--- src/rtl/trim_pkg.sv ---
package trim_pkg;

  typedef enum logic [2:0] {
    ST_IDLE,
    ST_CALC,
    ST_ISSUE,
    ST_WAIT,
    ST_FIN
  } trimState_t;

  typedef enum logic [1:0] {
    PH_SEARCH,
    PH_EDGE_L,
    PH_EDGE_R
  } trimPhase_t;

  // strobes from control to datapath
  typedef struct packed {
    logic loadBounds;
    logic driveMid;
    logic driveLeft;
    logic driveRight;
    logic moveLeft;
    logic moveRight;
    logic saveDiff;
    logic takeMid;
    logic takeFallback;
  } trimStrobes_t;

  // conditions from datapath to control
  typedef struct packed {
    logic noSplit;
    logic inBand;
    logic aboveHigh;
    logic preferLeft;
  } trimStatus_t;

endpackage

--- src/rtl/trim_dp.sv ---
module trim_dp
  import trim_pkg::*;
#(
  parameter int CODE_W = 6,
  parameter int CNT_W  = 12
) (
  input  logic              clk,
  input  logic              rstN,
  input  trimStrobes_t      stb,
  input  logic [CODE_W-1:0] codeMin,
  input  logic [CODE_W-1:0] codeMax,
  input  logic [CNT_W-1:0]  bandLo,
  input  logic [CNT_W-1:0]  bandHi,
  input  logic [CNT_W-1:0]  measCount,
  output trimStatus_t       status,
  output logic [CODE_W-1:0] trimCode,
  output logic [CODE_W-1:0] resultCode
);

  localparam int SUM_W = CODE_W + 1;

  logic [CODE_W-1:0] leftQ, rightQ, midQ, trimQ, resQ;
  logic [CNT_W-1:0]  loQ, hiQ, diffLQ;
  logic [SUM_W-1:0]  sumW;
  logic [CODE_W-1:0] midNow;
  logic [CNT_W-1:0]  distNow;

  assign sumW   = {1'b0, leftQ} + {1'b0, rightQ};
  assign midNow = sumW[SUM_W-1:1];

  assign distNow = (measCount > loQ) ? (measCount - loQ) : (loQ - measCount);

  assign status.noSplit    = (leftQ >= rightQ) || (midNow == leftQ);
  assign status.inBand     = (measCount >= loQ) && (measCount <= hiQ);
  assign status.aboveHigh  = (measCount > hiQ);
  assign status.preferLeft = (diffLQ < distNow);

  always_ff @(posedge clk or negedge rstN) begin
    if (!rstN) begin
      leftQ  <= '0;
      rightQ <= '0;
      midQ   <= '0;
      trimQ  <= '0;
      resQ   <= '0;
      loQ    <= '0;
      hiQ    <= '0;
      diffLQ <= '0;
    end else begin
      if (stb.loadBounds) begin
        leftQ  <= codeMin;
        rightQ <= codeMax;
        loQ    <= bandLo;
        hiQ    <= bandHi;
      end
      if (stb.driveMid) begin
        midQ  <= midNow;
        trimQ <= midNow;
      end
      if (stb.driveLeft)  trimQ  <= leftQ;
      if (stb.driveRight) trimQ  <= rightQ;
      if (stb.moveLeft)   leftQ  <= midQ;
      if (stb.moveRight)  rightQ <= midQ;
      if (stb.saveDiff)   diffLQ <= distNow;
      if (stb.takeMid)    resQ   <= midQ;
      if (stb.takeFallback) resQ <= status.preferLeft ? leftQ : rightQ;
    end
  end

  assign trimCode   = trimQ;
  assign resultCode = resQ;

endmodule

--- src/rtl/trim_ctrl.sv ---
module trim_ctrl
  import trim_pkg::*;
(
  input  logic         clk,
  input  logic         rstN,
  input  logic         start,
  input  logic         measDone,
  input  trimStatus_t  status,
  output trimStrobes_t stb,
  output logic         measStart,
  output logic         done
);

  trimState_t stateQ, stateNext;
  trimPhase_t phaseQ, phaseNext;

  always_comb begin
    stb       = '0;
    stateNext = stateQ;
    phaseNext = phaseQ;
    case (stateQ)
      ST_IDLE: begin
        if (start) begin
          stb.loadBounds = 1'b1;
          phaseNext      = PH_SEARCH;
          stateNext      = ST_CALC;
        end
      end
      ST_CALC: begin
        if (status.noSplit) begin
          stb.driveLeft = 1'b1;
          phaseNext     = PH_EDGE_L;
        end else begin
          stb.driveMid = 1'b1;
        end
        stateNext = ST_ISSUE;
      end
      ST_ISSUE: stateNext = ST_WAIT;
      ST_WAIT: begin
        if (measDone) begin
          case (phaseQ)
            PH_SEARCH: begin
              if (status.inBand) begin
                stb.takeMid = 1'b1;
                stateNext   = ST_FIN;
              end else if (status.aboveHigh) begin
                stb.moveRight = 1'b1;
                stateNext     = ST_CALC;
              end else begin
                stb.moveLeft = 1'b1;
                stateNext    = ST_CALC;
              end
            end
            PH_EDGE_L: begin
              stb.saveDiff   = 1'b1;
              stb.driveRight = 1'b1;
              phaseNext      = PH_EDGE_R;
              stateNext      = ST_ISSUE;
            end
            default: begin
              stb.takeFallback = 1'b1;
              stateNext        = ST_FIN;
            end
          endcase
        end
      end
      ST_FIN:  stateNext = ST_IDLE;
      default: stateNext = ST_IDLE;
    endcase
  end

  always_ff @(posedge clk or negedge rstN) begin
    if (!rstN) begin
      stateQ <= ST_IDLE;
      phaseQ <= PH_SEARCH;
    end else begin
      stateQ <= stateNext;
      phaseQ <= phaseNext;
    end
  end

  assign measStart = (stateQ == ST_ISSUE);
  assign done      = (stateQ == ST_FIN);

endmodule

--- src/rtl/osc_trim_search.sv ---
module osc_trim_search
  import trim_pkg::*;
#(
  parameter int CODE_W = 6,
  parameter int CNT_W  = 12
) (
  input  logic              clk,
  input  logic              rstN,
  input  logic              start,
  input  logic [CODE_W-1:0] codeMin,
  input  logic [CODE_W-1:0] codeMax,
  input  logic [CNT_W-1:0]  bandLo,
  input  logic [CNT_W-1:0]  bandHi,
  input  logic [CNT_W-1:0]  measCount,
  input  logic              measDone,
  output logic [CODE_W-1:0] trimCode,
  output logic              measStart,
  output logic [CODE_W-1:0] resultCode,
  output logic              done
);

  trimStrobes_t stb;
  trimStatus_t  status;

  trim_ctrl u_ctrl (
    .clk       (clk),
    .rstN      (rstN),
    .start     (start),
    .measDone  (measDone),
    .status    (status),
    .stb       (stb),
    .measStart (measStart),
    .done      (done)
  );

  trim_dp #(
    .CODE_W (CODE_W),
    .CNT_W  (CNT_W)
  ) u_dp (
    .clk        (clk),
    .rstN       (rstN),
    .stb        (stb),
    .codeMin    (codeMin),
    .codeMax    (codeMax),
    .bandLo     (bandLo),
    .bandHi     (bandHi),
    .measCount  (measCount),
    .status     (status),
    .trimCode   (trimCode),
    .resultCode (resultCode)
  );

endmodule

--- config.mk ---
export PLATFORM = sky130hd
export DESIGN_NAME = osc_trim_search
export DESIGN_NICKNAME = d
export VERILOG_FILES = /design/src/rtl/trim_pkg.sv /design/src/rtl/trim_dp.sv /design/src/rtl/trim_ctrl.sv /design/src/rtl/osc_trim_search.sv
export SDC_FILE = /design/constraint.sdc
export NUM_CORES = 1
export LEC_CHECK = 0
export ABC_AREA = 1
export CAP_MARGIN = 20
export CORE_UTILIZATION = 55
export DETAILED_ROUTE_END_ITERATION = 12
export GPL_TIMING_DRIVEN = 0
export PLACE_DENSITY = 0.87
export SETUP_SLACK_MARGIN = 0.3
export SLEW_MARGIN = 20
export SYNTH_ARGS = -nofsm -noshare
export SYNTH_HDL_FRONTEND = slang
export SYNTH_SLANG_ARGS = --single-unit
--- constraint.sdc ---
create_clock -name clk -period 7.5 [get_ports clk]
set_input_delay 1.875 -clock clk [delete_from_list [all_inputs] [get_ports clk]]
set_output_delay 1.875 -clock clk [all_outputs]
set_load 0.01 [all_outputs]
## After elaboration in Yosys (flattened, before gate mapping)

Index checks and enable logic that the tools add are counted.

| word-level totals | value |
|---|---|
| bits in registers | 71 |
| output and inout port bits | 14 |
| word-level logic and storage cells | 77 |

| cells by class | value |
|---|---|
| add/subtract/negate cells | 3 |
| magnitude comparators | 6 |
| equal/unequal tests | 10 |
| mux-type cells | 36 |
| reductions and logical operators | 12 |

Operators with widths:

| kind | number |
|---|---|
| 2-to-1 mux 6 bit | 12 |
| > comparator 12 bit | 2 |
| subtractor 12 bit | 2 |
| 2-to-1 mux 2 bit | 7 |
| greater-or-equal comparator 12 bit | 1 |
| less-or-equal comparator 12 bit | 1 |
| < comparator 12 bit | 1 |
| 2-to-1 mux 12 bit | 1 |
| case mux 3 bit (4 select lines) | 1 |
| 2-to-1 mux 1 bit | 10 |
| 2-to-1 mux 3 bit | 3 |
| adder 6 x 6 -> 7 bit | 1 |
| == test 3 x 2 -> 1 bit (second input constant) | 2 |
| == test 6 bit | 1 |
| greater-or-equal comparator 6 bit | 1 |
| inequality test 2 bit (second input constant) | 3 |
| case mux 2 bit (3 select lines) | 1 |
| case mux 3 bit (2 select lines) | 1 |
| nonzero test 2 bit | 3 |
| nonzero test 3 bit | 2 |
| AND reduction 5 bit | 1 |
| == test 3 x 1 -> 1 bit (second input constant) | 1 |
| == test 3 bit (second input constant) | 1 |
| zero test 3 bit | 1 |
| other kinds (7) | 7 |

## Longest topological paths before layout

| depth | value |
|---|---|
| depth in word-level cells | 8 |
| gate-level depth with buffers | 28 |
| mapped depth without buffers | 25 |

## By module

A second synthesis with hierarchy kept.

| second synthesis, totals | value |
|---|---|
| cell total of the unflattened synthesis | 813 |
| area total of the unflattened synthesis | 5662.9 µm² |

Modules (own cells, without submodules):

| module | instances | cells each | area each (µm²) | seq. area each (µm²) |
|---|---|---|---|---|
| trim_dp | 1 | 757 | 5250.0 | 1651.6 |
| trim_ctrl | 1 | 56 | 412.9 | 125.1 |

## Worst setup path before layout

Ideal clock, no wire load.

| timing path | value |
|---|---|
| path type | in2reg |
| from | input measCount[0] |
| to | register u_dp.resQ[2] (netlist: u_dp.resultCode[2]) |
| arrival | 4.587 ns |
| data required time | 7.383 ns |
| slack | 2.796 ns |
| stages on the path | 26 |
| cells stage by stage | inv_1 -> ha_1 -> inv_1 -> fa_1 -> nand2_2 -> nand2_2 -> inv_2 -> o21ai_2 -> nand2_2 -> nand3_2 -> nand2_4 -> buf_6 -> nand2_1 -> nand2_1 -> inv_1 -> ha_1 -> nand4_1 -> nor3_1 -> nand2_1 -> nand2_1 -> clkbuf_1 -> a21oi_1 -> o21ai_0 -> nand2_1 -> nand2_1 -> nand2_1 |

| between the ends | value |
|---|---|
| longest elaborated chain between the ends | 7 |

RTL lines:

| element | line | source |
|---|---|---|
| start: declaration | osc_trim_search.sv:14 | `input logic [CNT_W-1:0] measCount,` |
| parallel branches: the longest is 7 deep, another holds subtractor 12 bit | n/a |  |
| end signal: assignment | trim_dp.sv:64 | `if (stb.takeMid) resQ <= midQ;` |
| end signal: assignment | trim_dp.sv:65 | `if (stb.takeFallback) resQ <= status.preferLeft ? leftQ : rightQ;` |
| end: declaration | trim_dp.sv:22 | `logic [CODE_W-1:0] leftQ, rightQ, midQ, trimQ, resQ;` |

Several ways; the timed one is not identified.
A chain may end at the register's enable or synchronous reset.

## Worst setup path after layout

| timing path | value |
|---|---|
| from | input measCount[0] |
| to | register u_dp.resQ[5] (netlist: u_dp.resultCode[5]) |

The elaborated chain is that of the path after synthesis.

==> metrics.md <==
| Metric | Value |
|---|---|
| Reg-to-Reg Start | `u_dp.loQ[0]` |
| Static Leakage | `3.300 nW` |
| Hold Crit Class | `flop to flop` |
| Crit path capture type | `flop` |
| Critical path required time | `7.76 ns` |
| Register area | `0.001777 mm²` |
| Kind of critical path | `input port to flop` |
| CP Launch Type | `input port` |
| Yosys warning count | `0` |
| Vias | `5313` |
| Peak supply drop | `0.0001881 V` |
| Max_cap viols | `0` |
| Worst-skew pair later-pin latency | `0.37 ns` |
| CTS resizes | `0` |
| Initial Util | `56.34%` |
| Clock buffer count from CTS | `9` |
| Ranking of synthesized cells by area | `dfrtp_1, nand2_1, ha_1, inv_1, nand3_1` |
| Max Clk Rate | `0.1764 GHz` |
| Seq cells post-synth | `71` |
| Post-DR wirelength/cell | `15.49 µm` |
| Status | `finished clean` |
| Multi-input gate area | `0.003234 mm²` |
| Port Buf Inserts | `65` |
| FFs w/ async S/R, synth | `100.0%` |
| R2r worst-path depth | `24` |
| Fillers | `858` |
| DRC errors left | `0` |
| Unrepaired setup endpoints after global routing | `no` |
| Max Buffers Root-to-Sink | `2` |
| Top FF cell, synth | `dfrtp_1` |
| Vias in the first global route | `5201` |
| Site Rows | `36` |
| Core area | `0.009729 mm²` |
| Hold buffers post-CTS | `0` |
| GR Util All Layers | `30.83%` |
| Largest net degree at the start of global routing | `60` |
| Mean area per synthesized cell | `7.397 µm²` |
| Slew HR | `46.01%` |
| 1st-pass router iterations | `6` |
| Worst r2r dst | `u_dp.resultCode[5]` |
| Nets | `931` |
| Period utilization | `75.59%` |
| Share of layout cells above drive strength 1 | `9.964%` |
| WL final | `14.81 mm` |
| Global-route wire length before repair | `24.52 mm` |
| Setup Viol. Count Final | `0` |
| Root Driver | `clkbuf_8` |
| Initial antenna violation count | `0` |
| Gate Count Post-Synth | `741` |
| Pwr/cell area | `464.1 mW/mm²` |
| Setup TNS Final | `0 ns` |
| GRT Residual Overflow | `0` |
| Die Span Y | `101.8 µm` |
| Final Hold Viols | `0` |
| Seq/Total Area, Yosys | `32.41%` |
| Fin Hold WS | `0.4931 ns` |
| HPWL Detailed | `11.56 mm` |
| Syn_nets | `854` |
| Final ANT Viol Nets | `0` |
| CP max FO | `10` |
| Clock Sinks | `71` |
| Worst Hold Path EP | `u_dp.hiQ[0]` |
| Post-synthesis cell type count | `38` |
| Synth Cell Area | `0.005482 mm²` |
| Top cell type's share of synthesized area | `32.41%` |
| RePlAce Congestion | `0.9905` |
| Slew Limit Fails | `0` |
| Die width | `101.8 µm` |
| R2r setup slk | `3.48 ns` |
| DR iter-0 viols | `333` |
| Leading area contributor after synthesis | `dfrtp_1` |
| Post-route minimum period | `5.670 ns` |
| CP arrival | `5.93 ns` |
| Clock skew | `0.01415 ns` |
| Worst slew pin tran | `0.8045 ns` |
| H-tree levels | `3` |
| Hold Path Depth | `2` |
| Clock transition at path regs | `0.09 ns` |
| Antenna Cells | `0` |
| CTS tree | `yes` |
| Post-CTS Setup Inserts | `0` |
| Via/cell ratio | `5.558` |
| Die area | `0.01037 mm²` |
| Layout area overhead | `18.79%` |
| Post-synth EDFFs | `0` |
| Hold path start | `u_dp.hiQ[0]` |
| Boundary Pins | `66` |
==> critical path, cell delays in order <==
cell	delay [ns]
clkdlybuf4s50_1	0.46
inv_1	0.12
ha_1	0.20
inv_1	0.10
fa_1	0.45
nand2_2	0.11
nand2_2	0.06
inv_2	0.07
o21ai_2	0.07
nand2_2	0.09
nand3_2	0.08
nand2_4	0.11
buf_6	0.16
nand2_1	0.06
nand2_1	0.08
inv_1	0.05
ha_1	0.32
nand4_1	0.14
nor3_1	0.16
nand2_1	0.07
nand2_1	0.14
clkbuf_1	0.41
a21oi_1	0.13
o21ai_0	0.13
nand2_1	0.15
nand2_1	0.09
nand2_1	0.04
==> per-layer routing <==
layer	vias up	wire length (µm)	global-route usage (%)
li1	2579	-	-
met1	2468	6769	42.52
met2	232	6595	47.87
met3	34	1095	6.430
met4	0	352	11.54
met5	-	0	0
==> sequential cells by signal (all words and copies together) (netlist names) <==
signal           count
u_dp.rightQ          6
u_dp.trimCode        6
u_dp.leftQ           6
u_dp.diffLQ         12
u_dp.resultCode      6
u_ctrl.phaseQ        2
u_dp.midQ            6
u_ctrl.stateQ        3
u_dp.hiQ            12
u_dp.loQ            12
==> Yosys cell counts (4+ instances only) <==
| master | n |
|---|---|
| o21ai_2 | 11 |
| nand2_2 | 17 |
| a21oi_1 | 38 |
| o211ai_1 | 7 |
| inv_2 | 10 |
| buf_1 | 4 |
| clkbuf_1 | 4 |
| nor3_1 | 8 |
| o22ai_1 | 6 |
| xor2_1 | 16 |
| inv_1 | 91 |
| o21ai_0 | 45 |
| nand3_1 | 49 |
| nor2_1 | 33 |
| dfrtp_1 | 71 |
| buf_2 | 9 |
| nand3b_1 | 8 |
| ha_1 | 58 |
| nand2_1 | 202 |
| nand4_1 | 23 |
==> where the power goes <==
group / internal [mW] / leakage, nW / switching (mW)
Clock: 0.128 / 0.0903 / 0.178
Combinational: 0.724 / 2.32 / 1.29
Sequential: 0.562 / 0.890 / 0.139
Total: 1.41 / 3.30 / 1.61
==> how the worst max path moves through the flow <==
| stage | from | to | slack (ns) | cells after the start |
|---|---|---|---|---|
| floorplan | measCount[0] | u_dp.resultCode[2] | 2.80 | 26 |
| global placement | measCount[0] | u_dp.resultCode[4] | 1.73 | 27 |
| detailed placement | measCount[0] | u_dp.resultCode[5] | 1.54 | 27 |
| CTS | measCount[0] | u_dp.resultCode[5] | 1.92 | 27 |
| global route | measCount[0] | u_dp.resultCode[5] | 1.60 | 27 |
| finish | measCount[0] | u_dp.resultCode[5] | 1.83 | 27 |
==> metrics by stage <==
step | cells | total power, mW | instance area [µm²] | setup slack (ns) | util, %
final | 956 | 3.022 | 6511 | 1.830 | 66.92
after global routing | 956 | 3.313 | 6511 | 1.601 | 66.92
after CTS | 956 | 2.996 | 6511 | 1.921 | 66.92
after detailed placement | 940 | 2.675 | 6324 | 1.540 | 64.99
after global placement | 939 | 2.589 | 6299 | 1.733 | 64.74
after floorplan | 741 | 2.120 | 5482 | 2.796 | -
==> layout by cell type, fill, tap and decap left out, types with 3 or more instances in the layout <==
cell,count
o211ai_1,7
inv_2,10
o21ai_0,45
clkbuf_8,9
buf_1,4
nand3_1,49
nor3_1,8
inv_1,91
o22ai_1,6
nor2_1,33
xnor2_1,3
nand4_1,23
clkdlybuf4s50_1,64
a21oi_1,38
dfrtp_1,71
xor2_1,16
clkbuf_1,4
nand2_1,202
nand2_2,17
fa_1,3
o21ai_1,3
buf_2,9
nand3_2,3
nand3b_1,8
nor2_2,3
ha_1,58
o21ai_2,11
==> cells by family after synthesis <==
group | synth area share [%]
flip-flops | 32.41
AO/OA/AOI/OAI | 12.12
buffers and inverters | 8.582
adder cells (fa/ha/maj) | 14.33
XOR/XNOR | 3.036
AND/OR/NAND/NOR | 29.51
==> final cells by class <==
type	instances	area share [%]
Buffer	18	1.326
Inverter	102	5.899
Tap cell	133	2.556
Clock inverter	7	0.9800
Clock buffer	9	1.902
Sequential cell	71	27.29
Timing Repair Buffer	66	10.38
Multi-Input combinational cell	550	49.67
Note: power is estimated with default switching activity, not from simulation.
